File: config.mk
export PLATFORM = sky130hd
export DESIGN_NAME = dram_spool_ctrl
export DESIGN_NICKNAME = d
export VERILOG_FILES = /design/src/rtl/dram_spool_pkg.sv /design/src/rtl/dspool_refresh_timer.sv /design/src/rtl/dspool_arbiter.sv /design/src/rtl/dram_spool_ctrl.sv
export SDC_FILE = /design/constraint.sdc
export NUM_CORES = 1
export LEC_CHECK = 0
export BUFFER_PORTS_ARGS = -buffer_cell sky130_fd_sc_hd__buf_2
export CORE_MARGIN = 2
export CORE_UTILIZATION = 40
export DETAILED_ROUTE_END_ITERATION = 10
export MAX_ROUTING_LAYER = met4
export SYNTH_ARGS = -nofsm -noshare
export SYNTH_HDL_FRONTEND = slang
export SYNTH_SLANG_ARGS = --single-unit
File: constraint.sdc
create_clock -name clk -period 5.3 [get_ports clk]
set_input_delay 0.265 -clock clk [delete_from_list [all_inputs] [get_ports clk]]
set_output_delay 0.265 -clock clk [all_outputs]
set_load 0.1 [all_outputs]
File: src/rtl/dram_spool_pkg.sv
package dram_spool_pkg;
  typedef enum logic [2:0] {
    ST_IDLE,
    ST_ROW,
    ST_COL,
    ST_CAS,
    ST_DATA,
    ST_RF_CAS,
    ST_RF_RAS,
    ST_PRE
  } spool_state_t;
endpackage

File: src/rtl/dspool_refresh_timer.sv
module dspool_refresh_timer #(
  parameter int PERIOD = 3000
) (
  input  logic clk,
  input  logic rst,
  input  logic ack,
  output logic pend
);
  localparam int CW = $clog2(PERIOD);

  logic [CW-1:0] count;
  logic          tick;

  assign tick = (count == CW'(PERIOD - 1));

  always_ff @(posedge clk) begin
    if (rst) begin
      count <= '0;
      pend  <= 1'b0;
    end else begin
      count <= tick ? '0 : count + 1'b1;
      if (tick)     pend <= 1'b1;
      else if (ack) pend <= 1'b0;
    end
  end
endmodule

File: src/rtl/dspool_arbiter.sv
module dspool_arbiter (
  input  logic clk,
  input  logic rst,
  input  logic wr_req,
  input  logic rd_req,
  input  logic take,
  output logic gnt_wr,
  output logic gnt_rd
);
  logic last_wr;

  assign gnt_wr = wr_req && (!rd_req || !last_wr);
  assign gnt_rd = rd_req && (!wr_req || last_wr);

  always_ff @(posedge clk) begin
    if (rst)       last_wr <= 1'b0;
    else if (take) last_wr <= gnt_wr;
  end
endmodule

File: src/rtl/dram_spool_ctrl.sv
module dram_spool_ctrl
  import dram_spool_pkg::*;
#(
  parameter int MUX_W            = 9,
  parameter int DATA_W           = 8,
  parameter int REFRESH_CYCLES   = 3000,
  parameter int PRECHARGE_CYCLES = 2
) (
  input  logic              clk,
  input  logic              rst,
  input  logic [DATA_W-1:0] in_data,
  input  logic              in_valid,
  output logic              in_ready,
  output logic [DATA_W-1:0] out_data,
  output logic              out_valid,
  input  logic              out_ready,
  output logic              full,
  output logic              empty,
  output logic [MUX_W-1:0]  dram_addr,
  output logic              dram_ras_n,
  output logic              dram_cas_n,
  output logic              dram_we_n,
  output logic [DATA_W-1:0] dram_dq_out,
  input  logic [DATA_W-1:0] dram_dq_in
);
  localparam int ADDR_W = 2 * MUX_W;
  localparam logic [ADDR_W:0] CAPACITY = {1'b1, {ADDR_W{1'b0}}};
  localparam int PW = $clog2(PRECHARGE_CYCLES) + 1;
  localparam int GAP_MAX = REFRESH_CYCLES + PRECHARGE_CYCLES + 8;
  localparam int SR_W = $clog2(GAP_MAX + 1) + 1;

  spool_state_t      state;
  logic [ADDR_W-1:0] wr_ptr, rd_ptr, acc_addr;
  logic [ADDR_W:0]   cnt;
  logic              hold_vld, out_vld_q, acc_wr;
  logic [DATA_W-1:0] hold_data, out_data_q, dq_q;
  logic [MUX_W-1:0]  addr_q;
  logic              ras_q, cas_q, we_q;
  logic [PW-1:0]     pre_cnt;
  logic              ref_pend, ref_ack, take, gnt_wr, gnt_rd, wr_req, rd_req;

  assign full      = (cnt == CAPACITY);
  assign empty     = (cnt == '0);
  assign in_ready  = !hold_vld && !full;
  assign out_valid = out_vld_q;
  assign out_data  = out_data_q;
  assign dram_addr   = addr_q;
  assign dram_ras_n  = ras_q;
  assign dram_cas_n  = cas_q;
  assign dram_we_n   = we_q;
  assign dram_dq_out = dq_q;

  assign wr_req  = hold_vld && !full;
  assign rd_req  = !empty && !out_vld_q;
  assign ref_ack = (state == ST_IDLE) && ref_pend;
  assign take    = (state == ST_IDLE) && !ref_pend && (gnt_wr || gnt_rd);

  dspool_refresh_timer #(.PERIOD(REFRESH_CYCLES)) u_timer (
    .clk(clk), .rst(rst), .ack(ref_ack), .pend(ref_pend)
  );

  dspool_arbiter u_arb (
    .clk(clk), .rst(rst), .wr_req(wr_req), .rd_req(rd_req), .take(take),
    .gnt_wr(gnt_wr), .gnt_rd(gnt_rd)
  );

  // Input holding register and output register
  always_ff @(posedge clk) begin
    if (rst) begin
      hold_vld   <= 1'b0;
      hold_data  <= '0;
      out_vld_q  <= 1'b0;
      out_data_q <= '0;
    end else begin
      if (in_valid && in_ready) begin
        hold_vld  <= 1'b1;
        hold_data <= in_data;
      end else if (state == ST_DATA && acc_wr) begin
        hold_vld <= 1'b0;
      end
      if (state == ST_DATA && !acc_wr) begin
        out_vld_q  <= 1'b1;
        out_data_q <= dram_dq_in;
      end else if (out_vld_q && out_ready) begin
        out_vld_q <= 1'b0;
      end
    end
  end

  // Access sequencer: strobes and address are registered
  always_ff @(posedge clk) begin
    if (rst) begin
      state    <= ST_IDLE;
      wr_ptr   <= '0;
      rd_ptr   <= '0;
      cnt      <= '0;
      acc_wr   <= 1'b0;
      acc_addr <= '0;
      addr_q   <= '0;
      ras_q    <= 1'b1;
      cas_q    <= 1'b1;
      we_q     <= 1'b1;
      dq_q     <= '0;
      pre_cnt  <= '0;
    end else begin
      case (state)
        ST_IDLE: begin
          if (ref_pend) begin
            cas_q <= 1'b0;
            state <= ST_RF_CAS;
          end else if (take) begin
            acc_wr   <= gnt_wr;
            acc_addr <= gnt_wr ? wr_ptr : rd_ptr;
            addr_q   <= gnt_wr ? wr_ptr[ADDR_W-1:MUX_W] : rd_ptr[ADDR_W-1:MUX_W];
            dq_q     <= hold_data;
            state    <= ST_ROW;
          end
        end
        ST_ROW: begin
          ras_q <= 1'b0;
          we_q  <= !acc_wr;
          state <= ST_COL;
        end
        ST_COL: begin
          addr_q <= acc_addr[MUX_W-1:0];
          state  <= ST_CAS;
        end
        ST_CAS: begin
          cas_q <= 1'b0;
          state <= ST_DATA;
        end
        ST_DATA: begin
          ras_q   <= 1'b1;
          cas_q   <= 1'b1;
          we_q    <= 1'b1;
          pre_cnt <= PW'(PRECHARGE_CYCLES - 1);
          if (acc_wr) begin
            wr_ptr <= wr_ptr + 1'b1;
            cnt    <= cnt + 1'b1;
          end else begin
            rd_ptr <= rd_ptr + 1'b1;
            cnt    <= cnt - 1'b1;
          end
          state <= ST_PRE;
        end
        ST_RF_CAS: begin
          ras_q <= 1'b0;
          state <= ST_RF_RAS;
        end
        ST_RF_RAS: begin
          ras_q   <= 1'b1;
          cas_q   <= 1'b1;
          pre_cnt <= PW'(PRECHARGE_CYCLES - 1);
          state   <= ST_PRE;
        end
        ST_PRE: begin
          if (pre_cnt == '0) state <= ST_IDLE;
          else               pre_cnt <= pre_cnt - 1'b1;
        end
        default: state <= ST_IDLE;
      endcase
    end
  end

  // Cycles since the last refresh start, watched by p_refresh_gap_r6
  logic [SR_W-1:0] since_ref;
  always_ff @(posedge clk) begin
    if (rst || ref_ack)     since_ref <= '0;
    else if (since_ref != '1) since_ref <= since_ref + 1'b1;
  end

  p_no_overflow_r3: assert property (@(posedge clk) disable iff (rst)
    cnt <= CAPACITY);
  p_row_then_col_r2: assert property (@(posedge clk) disable iff (rst)
    ($fell(dram_cas_n) && !dram_ras_n) |-> $past(!dram_ras_n));
  p_cbr_order_r5: assert property (@(posedge clk) disable iff (rst)
    ($fell(dram_ras_n) && !dram_cas_n) |-> ($past(!dram_cas_n) && dram_we_n));
  p_refresh_gap_r6: assert property (@(posedge clk) disable iff (rst)
    since_ref < SR_W'(GAP_MAX));
  p_precharge_r8: assert property (@(posedge clk) disable iff (rst)
    $rose(dram_ras_n) |=> (dram_ras_n && dram_cas_n));
  p_we_in_ras_r9: assert property (@(posedge clk) disable iff (rst)
    !dram_we_n |-> !dram_ras_n);
  p_out_hold_r10: assert property (@(posedge clk) disable iff (rst)
    (out_valid && !out_ready) |=> (out_valid && $stable(out_data)));
endmodule

==> results.sh, run 1 <==
export IMPL_crit_arrival_ns=3.25
export IMPL_post_cts_setup_buffers=0
export IMPL_track_usage=0.190
export IMPL_crit_required_ns=5.60
export IMPL_routed_wl_um=14400
export IMPL_io_buffers=51
export IMPL_finalSetupViolCount=0
export IMPL_die_area_um2=16300
export IMPL_routed_via_count=5155
export IMPL_reg2reg_depth=8
export IMPL_drc=0
export IMPL_power_switching_w=0.00226
export IMPL_drive_gt1_frac=0.141
export IMPL_path_class="register to register"
export IMPL_cts_tree="done"
export IMPL_powerDensity_nw_per_um2=695
export IMPL_synthArstFlopShare=0
export IMPL_place_hpwl_um=9970
export IMPL_p_int_w=0.00267
export IMPL_grt_overflow=0
export IMPL_syn_to_final_growth_pct=15.5
export IMPL_place_ws_ns=2.38
export IMPL_synth_edf_count=0
export IMPL_place_congestion=0.858
export IMPL_netlist_area_um2=6130
export IMPL_switching_share=0.459
export IMPL_ys_types=69
export IMPL_whs_ns=0.0883
export IMPL_cts_buffers=17
export IMPL_ys_seq_elements=122
export IMPL_cts_root_buf="clkbuf_16"
export IMPL_fin_util=0.469
export IMPL_yosys_most_used_dff="dfxtp_1"
export IMPL_num_antenna_cells=0
export IMPL_fillers=1472
export IMPL_p_seq_frac=0.250
export IMPL_timing_final_ws_setup_ns=2.35
export IMPL_grt_max_degree=96
export IMPL_tightest_slew_ns=1.25
export IMPL_cp_end_kind="register"
export IMPL_clockBufferDepth=2
export IMPL_ant_nets=0
export IMPL_yosys_warnings=0
export IMPL_ctsHoldBuffers=0
export IMPL_ys_seq_area_frac=0.398
export IMPL_viasPerCell=5.45
export IMPL_whs_endpoint="out_data[6]"
export IMPL_cap_violations=0
export IMPL_ios=52
export IMPL_clkTransAtPathRegs_ns=0.05
export IMPL_netlist_top_cells_count="122 x dfxtp_1, 99 x nor2_1, 71 x nand2_1"
export IMPL_grt_pass1_vias=4891
export IMPL_finalCritPeriodShare=0.556
export IMPL_slew_viol_final=0
export IMPL_period_minus_slack_ns=2.95
export IMPL_synthCells=708
export IMPL_cts_sinks=122
export IMPL_synth_most_common_cell="dfxtp_1"
export IMPL_worstReg2RegStart="acc_wr"
export IMPL_cp_max_fo=24
export IMPL_grt_setup_unrepaired="no"
export IMPL_p_clk_frac=0.236
export IMPL_hp_start="dram_dq_in[6]"
export IMPL_antenna_found_initial=0
export IMPL_synth_area_leaders="dfxtp_1 40%, nor2_1 6.1%, mux2i_1 5.5%, nand2_1 4.3%, ha_1 4.3%"
export IMPL_synth_area_leader_cell="dfxtp_1"
export IMPL_routedWlPerCell_um=15.2
export IMPL_start_util=0.406
export IMPL_drt_first_pass_iters=5
export IMPL_grt_pass1_wl_um=23800
export IMPL_synth_area_per_cell_um2=8.66
export IMPL_cts_resized=0
export IMPL_fmax_mhz=339
export IMPL_hp_class="input port to register"
export IMPL_hold_violations=0
export IMPL_reg2reg_to="cnt[18]"
export IMPL_hold_depth=3
export IMPL_r2r_slack_ns=2.35
export IMPL_h_tree_depth=4
export IMPL_final_cells=946
export IMPL_nets=789
export IMPL_fp_coreArea_um2=15100
export IMPL_syn_nets=750
export IMPL_cp_start_kind="register"
export IMPL_worst_ir_drop_vdd_mv=0.479
export IMPL_die_w_um=128
export IMPL_dpl_cell_count=916
export IMPL_clk_insertion_delay_late_ns=0.42
export IMPL_fin_tns_setup_ns=0
export IMPL_synth_top_area_frac=0.398
export IMPL_p_leak_nw=2.78
export IMPL_maxSlewHeadroom=0.167
export IMPL_skew_ns=0.0162
export IMPL_num_rows=45
export IMPL_combPwrFrac=0.514
export IMPL_outcome="complete, no violations"
export IMPL_die_y_um=128
export IMPL_drtIter0Drc=358
[final cells by class]
class / count / area (um^2) / area share
well taps: 188 / 235 / 0.0332
multi-input cells: 540 / 3480 / 0.492
flip-flops and latches: 122 / 2440 / 0.345
inverters: 13 / 48.8 / 0.00689
clock inverters: 6 / 86.3 / 0.0122
repair buffers: 53 / 273 / 0.0385
clock buffers: 24 / 512 / 0.0723
[through the flow]
stage	instance area [um^2]	power, W
2_1_floorplan	6130	0.00327
3_3_place_gp	6480	0.00370
3_5_place_dp	6480	0.00376
4_1_cts	7080	0.00493
5_1_grt	7080	0.00527
6_report	7080	0.00492
[cell families (layout without fill, tap and decap cells)]
group	Yosys count	after routing	synth area share
AO/OA/AOI/OAI	148	148	0.159
XOR/XNOR	44	44	0.0628
adder cells (fa/ha/maj)	22	22	0.0461
buffers and inverters	46	96	0.0353
flip-flops	122	122	0.398
multiplexers	35	35	0.0573
AND/OR/NAND/NOR	291	291	0.242
[worst max-delay path by stage]
stage	from	endpoint
6_report	acc_wr	cnt[18]
5_1_grt	acc_wr	cnt[18]
4_1_cts	acc_wr	cnt[18]
3_5_place_dp	acc_wr	cnt[18]
3_3_place_gp	acc_wr	cnt[18]
2_1_floorplan	cnt[0]	in_ready
[critical path, cell delays in order (launching register included)]
cell	delay [ns]
dfxtp_1	0.51
inv_2	0.29
fa_1	0.50
a21oi_1	0.19
o22ai_1	0.17
o31a_1	0.38
and4_1	0.20
a311oi_1	0.21
mux2_2	0.36
[cells in the final DEF (no fill, tap or decap), types with 15 or more instances in the layout]
cell and n:
nand3_1 23, clkbuf_16 17, nand2_1 71, a21oi_1 48, nor2_1 99, xnor2_1 21, dfxtp_1 122, o21ai_0 29
a211oi_1 19, mux2i_1 34, xor2_1 23, buf_2 50, or3_1 15, ha_1 21
[registers in the layout, summed over array words and instances (netlist names)]
signal	cells
state	3
acc_addr	9
dram_addr	9
hold_vld	1
hold_data	8
cnt	19
u_timer.count	12
dram_ras_n	1
rd_ptr	18
dram_cas_n	1
acc_wr	1
pre_cnt	2
out_valid	1
dram_we_n	1
out_data	8
wr_ptr	18
u_arb.last_wr	1
u_timer.pend	1
dram_dq_out	8
[routing by layer]
| layer | global-route usage | vias to the layer above | share of wire |
|---|---|---|---|
| met5 | - | - | 0 |
| met2 | 0.306 | 98 | 0.47 |
| met3 | 0.0480 | 11 | 0.039 |
| li1 | - | 2600 | - |
| met1 | 0.235 | 2446 | 0.48 |
| met4 | 0.0582 | 0 | 0.010 |
[power groups by stage]
| stage | Sequential, W | Combinational (W) | Clock, W |
|---|---|---|---|
| floorplan | 0.00144 | 0.00183 | 0 |
| global placement | 0.00124 | 0.00246 | 0 |
| detailed placement | 0.00125 | 0.00251 | 0 |
| CTS | 0.00123 | 0.00252 | 0.00118 |
| global route | 0.00125 | 0.00278 | 0.00124 |
| finish | 0.00123 | 0.00253 | 0.00116 |
No activity file was read; power rests on OpenSTA's default activity.
==> run 2: changes to the inputs <==
Settings changed: ABC_AREA set to 1.
Clock period 5.3 ns to 2.58 ns, I/O delays scaled along.
==> run 2 against run 1 <==
Against the previous run:
- first-iteration DRC count grew 12%
- largest power group unchanged
- clock power increased by 100%
- sequential share of layout area is 2.5 points lower
- total power is 83% higher
- largest cell class unchanged
- clock-buffer cell count shrank 7
==> results.sh, run 2 <==
export IMPL_yosys_warnings=0
export IMPL_num_rows=46
export IMPL_drive_gt1_frac=0.109
export IMPL_p_leak_nw=3.51
export IMPL_largest_reg_flops=19
export IMPL_largest_register="cnt"
export IMPL_syn_to_final_growth_pct=19.0
export IMPL_place_hpwl_um=11100
export IMPL_layout_commonest_cell="nand2_1"
export IMPL_tightest_slew_ns=0.841
export IMPL_synth_area_leaders="dfxtp_1 38%, nand2_1 12%, nor2_1 8.8%, a21oi_1 7.2%, inv_1 6.4%"
export IMPL_hp_class="input port to register"
export IMPL_worst_ir_drop_vdd_mv=0.607
export IMPL_fin_util=0.484
export IMPL_fp_coreArea_um2=15800
export IMPL_fmax_mhz=448
export IMPL_grt_pass1_wl_um=27100
export IMPL_synthArstFlopShare=0
export IMPL_slew_viol_final=0
export IMPL_outcome="complete, no violations"
export IMPL_power_w=0.00899
export IMPL_grt_setup_unrepaired="no"
export IMPL_cp_max_fo=9
export IMPL_finalCritPeriodShare=0.866
export IMPL_ios=52
export IMPL_cts_tree="done"
export IMPL_routedWlPerCell_um=12.9
export IMPL_skew_ns=0.0102
export IMPL_viasPerCell=4.85
export IMPL_synth_most_common_cell="nand2_1"
export IMPL_io_buffers=51
export IMPL_die_y_um=131
export IMPL_synth_area_leader_cell="dfxtp_1"
export IMPL_synthCells=956
export IMPL_ys_seq_elements=122
export IMPL_cts_root_buf="clkbuf_16"
export IMPL_reg2reg_depth=12
export IMPL_nets=1065
export IMPL_netlist_area_um2=6420
export IMPL_track_usage=0.206
export IMPL_synth_top_area_frac=0.381
export IMPL_drc=0
export IMPL_h_tree_depth=4
export IMPL_clk_insertion_delay_late_ns=0.42
export IMPL_cts_buffers=17
export IMPL_hold_depth=3
export IMPL_grt_overflow=0
export IMPL_cp_start_kind="register"
export IMPL_drt_first_pass_iters=6
export IMPL_synth_area_per_cell_um2=6.71
export IMPL_die_area_um2=17100
export IMPL_antenna_found_initial=0
export IMPL_place_congestion=0.914
export IMPL_routed_via_count=6077
export IMPL_cts_sinks=122
export IMPL_start_util=0.407
export IMPL_cp_end_kind="output pin"
export IMPL_post_cts_setup_buffers=0
export IMPL_crit_arrival_ns=2.10
export IMPL_top_regs="cnt (19), rd_ptr (18), wr_ptr (18)"
export IMPL_cts_resized=0
export IMPL_drtIter0Drc=401
export IMPL_ant_nets=0
export IMPL_crit_required_ns=2.45
export IMPL_ys_seq_area_frac=0.381
export IMPL_routed_wl_um=16200
export IMPL_num_antenna_cells=0
export IMPL_powerDensity_nw_per_um2=1180
export IMPL_path_class="register to output pin"
export IMPL_finalSetupViolCount=0
export IMPL_clkTransAtPathRegs_ns=0.07
export IMPL_period_minus_slack_ns=2.23
export IMPL_yosys_most_used_dff="dfxtp_1"
export IMPL_syn_nets=998
export IMPL_cap_violations=0
export IMPL_synth_edf_count=0
export IMPL_grt_max_degree=72
export IMPL_ys_types=41
export IMPL_hold_violations=0
export IMPL_fin_tns_setup_ns=0
export IMPL_clockBufferDepth=2
export IMPL_netlist_top_cells_count="210 x nand2_1, 150 x nor2_1, 122 x dfxtp_1"
export IMPL_maxSlewHeadroom=0.440
export IMPL_final_cell_mix="210 x nand2_1, 150 x nor2_1, 122 x dfxtp_1"
export IMPL_die_w_um=131
export IMPL_grt_pass1_vias=5679
-- run 2: cell count changes in the layout (fill, tap and decap cells not counted), moves of 9 or more --
cell,delta
inv_6,+9
dlygate4sd3_1,+17
o21ai_0,+23
nor2_1,+51
xor2_1,-9
or3_1,-15
nand2_1,+139
inv_1,+97
xnor2_1,-15
mux2i_1,-34
a21o_1,-9
a211oi_1,-18
nand3_1,+50
a21oi_1,+44
-- run 2: timing repair --
| item | 4_1_cts | 5_1_grt |
|---|---|---|
| endpoints found under the hold margin | 17 | 0 |
| hold buffers | 17 | 0 |
| endpoints found under the setup margin | 0 | 0 |
-- run 2: layout make-up --
class	instances	area, um^2
Clock buffer	17	425
Clock inverter	15	156
Fill cell	1656	8130
Inverter	112	420
Multi-Input combinational cell	692	3420
Sequential cell	122	2440
Tap cell	216	270
Timing Repair Buffer	78	500
-- run 2: where the power goes --
part | switching (W) | internal (W)
clock | 0.000995 | 0.00136
sequential | 0.000162 | 0.00213
combinational | 0.00319 | 0.00116
total | 0.00434 | 0.00465
-- run 2: per-stage QoR --
step	worst slack (ns)	instances	area [um^2]	hold slack (ns)
after floorplan	0.357	956	6420	0.273
after global placement	0.519	1203	6890	0.378
after detailed placement	0.464	1203	6890	0.386
after CTS	0.312	1252	7640	0.0328
after global routing	0.172	1252	7640	0.0479
final	0.346	1252	7640	0.0446
-- run 2: final timing paths --
check	start	end	slack, ns
setup / recovery	cnt[4]	in_ready	0.35
hold / removal	in_valid	hold_data[4]	0.04
setup reg to reg	acc_wr	cnt[17]	0.38
hold reg to reg	u_timer.count[0]	u_timer.count[0]	0.45
-- run 2: metal layers --
layer | global-route usage | up-vias | part of all wire
li1 | - | 3216 | -
met1 | 0.269 | 2741 | 0.49
met2 | 0.323 | 107 | 0.46
met3 | 0.0521 | 13 | 0.045
met4 | 0.0501 | 0 | 0.0091
met5 | - | - | 0
-- run 2: logic make-up after synthesis --
family | Yosys count | synth area share
XOR/XNOR | 20 | 0.0273
adder cells (fa/ha/maj) | 22 | 0.0441
AO/OA/AOI/OAI | 166 | 0.137
buffers and inverters | 142 | 0.0862
AND/OR/NAND/NOR | 484 | 0.325
flip-flops | 122 | 0.381
-- run 2: worst max-delay path, cell delays in order (launching register included) --
cell,delay [ns]
dfxtp_1,0.33
nor2_1,0.11
nand2_1,0.09
nor2_1,0.18
nand3_1,0.12
buf_4,0.17
nand2_1,0.09
clkinv_1,0.23
buf_2,0.37
==> run 3: changes to the inputs <==
Settings changed: SYNTH_HIERARCHICAL set to 1.
==> run 3 against run 2 <==
Against the previous run:
- wire length is 0.54% higher
- worst setup slack worse by 0.0081 ns
- critical path type is now register to register
- maximum frequency is 0.36% lower
- area after synthesis is 3.3% higher
- sequential cell count stayed put
- clock skew is 0.0010 ns lower
- largest cell class unchanged
- clock power is 13% higher
- sequential share of layout area is 1.2 points lower
==> results.sh, run 3 <==
export IMPL_multiInputGateArea_um2=3590
export IMPL_whs_endpoint="hold_data[7]"
export IMPL_use_met1=0.260
export IMPL_synthCells=965
export IMPL_hp_class="input port to register"
export IMPL_yosys_most_used_dff="dfxtp_1"
export IMPL_drc=0
export IMPL_worst_ir_drop_vdd_mv=0.745
export IMPL_layout_commonest_cell="nand2_1"
export IMPL_cts_root_buf="clkbuf_16"
export IMPL_die_area_um2=17600
export IMPL_syn_nets=1007
export IMPL_maxSlewHeadroom=0.576
export IMPL_cts_buffers=17
export IMPL_crit_arrival_ns=2.53
export IMPL_synth_area_leaders="dfxtp_1 37%, nand2_1 11%, nor2_1 7.2%, a21oi_1 6.9%, inv_1 6.3%"
export IMPL_cp_end_kind="register"
export IMPL_ios=52
export IMPL_fillers=1631
export IMPL_start_util=0.404
export IMPL_netlist_top_cells_count="188 x nand2_1, 128 x nor2_1, 122 x dfxtp_1"
export IMPL_yosys_warnings=6
export IMPL_grt_max_degree=68
export IMPL_synth_area_per_cell_um2=6.87
export IMPL_reg2reg_depth=14
export IMPL_fin_tns_setup_ns=0
export IMPL_num_antenna_cells=0
export IMPL_finalCritPeriodShare=0.869
export IMPL_h_tree_depth=4
export IMPL_synth_most_common_cell="nand2_1"
export IMPL_hold_depth=3
export IMPL_path_class="register to register"
export IMPL_grt_util_met3=0.0548
export IMPL_io_buffers=51
export IMPL_routed_via_count=6187
export IMPL_nets=1072
export IMPL_finalSetupViolCount=0
export IMPL_die_w_um=133
export IMPL_routed_wl_um=16200
export IMPL_drive_gt1_frac=0.132
export IMPL_place_hpwl_um=11400
export IMPL_cp_num_buf_inv=3
export IMPL_ys_types=45
export IMPL_top_regs="cnt (19), rd_ptr (18), wr_ptr (18)"
export IMPL_ys_seq_elements=122
export IMPL_cp_max_fo=33
export IMPL_final_cell_mix="188 x nand2_1, 127 x nor2_1, 122 x dfxtp_1"
export IMPL_crit_family="simple AND/OR/NAND/NOR gates"
export IMPL_netlist_area_um2=6630
export IMPL_post_cts_setup_buffers=0
export IMPL_cp_start_kind="register"
export IMPL_viasPerCell=4.90
export IMPL_worstReg2RegStart="cnt[13]"
export IMPL_cts_tree="done"
export IMPL_grt_pass1_wl_um=27800
export IMPL_final_area_um2=7930
export IMPL_fin_util=0.483
export IMPL_cts_sinks=122
export IMPL_skew_ns=0.00921
export IMPL_synth_edf_count=0
export IMPL_drtIter0Drc=468
export IMPL_synth_area_leader_cell="dfxtp_1"
export IMPL_period_minus_slack_ns=2.24
export IMPL_track_usage=0.200
export IMPL_max_stage_delay_ns=0.35
export IMPL_reg2reg_to="dram_addr[8]"
export IMPL_largest_reg_flops=19
export IMPL_crit_path_frequent_cell="nand2_1"
export IMPL_powerDensity_nw_per_um2=1150
export IMPL_ant_nets=0
export IMPL_fmax_mhz=446
export IMPL_outcome="complete, no violations"
export IMPL_place_congestion=0.870
export IMPL_synthArstFlopShare=0
export IMPL_grt_setup_unrepaired="no"
export IMPL_num_rows=47
export IMPL_use_met2=0.300
export IMPL_power_w=0.00909
export IMPL_cap_violations=0
export IMPL_busiest_layer="met2"
export IMPL_drt_first_pass_iters=6
export IMPL_hold_violations=0
export IMPL_crit_required_ns=2.87
export IMPL_slew_viol_final=0
export IMPL_synth_top_area_frac=0.369
export IMPL_routedWlPerCell_um=12.9
export IMPL_clockBufferDepth=2
export IMPL_slowest_stage="mux2_2"
export IMPL_fp_coreArea_um2=16400
export IMPL_grt_pass1_vias=5823
export IMPL_clkTransAtPathRegs_ns=0.06
export IMPL_place_area_um2=7100
export IMPL_clk_insertion_delay_late_ns=0.42
export IMPL_tightest_slew_ns=0.636
export IMPL_syn_to_final_growth_pct=19.6
export IMPL_ys_seq_area_frac=0.369
export IMPL_largest_register="cnt"
export IMPL_regArea_um2=2440
export IMPL_r2r_slack_ns=0.34
export IMPL_hp_start="in_data[7]"
export IMPL_p_leak_nw=3.55
export IMPL_die_y_um=133
export IMPL_antenna_found_initial=0
export IMPL_grt_overflow=0
export IMPL_worstPathCellList="nor2_1, nand3_1, nor2_1, nand3_1, nor2_4, or2_2, inv_1, nand2_1, nand2_1, inv_1, buf_12, mux2_2, nand2_1, a31oi_1"
==> run 3: cell types whose count changed after synthesis, sizes merged, moves of 7 or more <==
cell / previous run / this run
inv: 111 / 118
nor2: 153 / 139
a31oi: 2 / 9
nand3: 73 / 66
nand4: 6 / 17
o21ai: 54 / 81
nand2: 215 / 199
==> run 3: cell type report <==
type,instances,share of cell area
Sequential cell,122,0.308
Timing Repair Buffer,78,0.0644
Clock buffer,21,0.0594
Tap cell,220,0.0347
Clock inverter,11,0.0242
Multi-Input combinational cell,693,0.453
Inverter,118,0.0565
==> run 3: worst register-to-register path: cells and delay by family (launching register included) <==
family	cells	cell delay, ns
compound gates	1	0.08
buf+inv	3	0.42
simple gates	9	0.93
mux	1	0.36
flops	1	0.32
==> run 3: logic make-up after synthesis <==
logic type,count (synthesis),share of synthesized area
simple gates,458,0.315
flops,122,0.369
fa+ha+maj,22,0.0427
compound gates,191,0.151
mux,3,0.00510
buf+inv,150,0.0919
xor+xnor,19,0.0251
==> run 3: metal layers <==
layer,vias up,part of all wire
li1,3286,-
met1,2753,0.50
met2,119,0.44
met3,29,0.050
met4,0,0.018
met5,-,0
==> run 3: power breakdown <==
group	internal (W)	switching, W
Sequential	0.00215	0.000169
Combinational	0.00111	0.00300
Clock	0.00179	0.000880
Total	0.00505	0.00405
==> run 3: timing repair <==
action | CTS | global route
gates resized for setup | 0 | 1
endpoints found under the setup margin | 0 | 1
hold buffers | 16 | 0
hold endpoints to repair | 16 | 0
==> run 3: worst max-delay path by stage <==
stage / startpoint / end / slack [ns] / cells after the start
2_1_floorplan: cnt[0] / u_arb/last_wr / 0.03 / 19
3_3_place_gp: cnt[13] / dram_addr[8] / 0.41 / 14
3_5_place_dp: cnt[1] / dram_addr[7] / 0.33 / 14
4_1_cts: cnt[1] / dram_addr[7] / 0.31 / 14
5_1_grt: cnt[1] / dram_addr[1] / 0.07 / 14
6_report: cnt[13] / dram_addr[8] / 0.34 / 14
==> run 3: per-stage QoR <==
step / setup slack, ns / hold slack (ns) / cells
floorplan: 0.0325 / 0.198 / 965
global placement: 0.406 / 0.353 / 1215
CTS: 0.314 / 0.000746 / 1263
detailed placement: 0.326 / 0.360 / 1215
finish: 0.338 / 0.0108 / 1263
global route: 0.0679 / 0.0258 / 1263
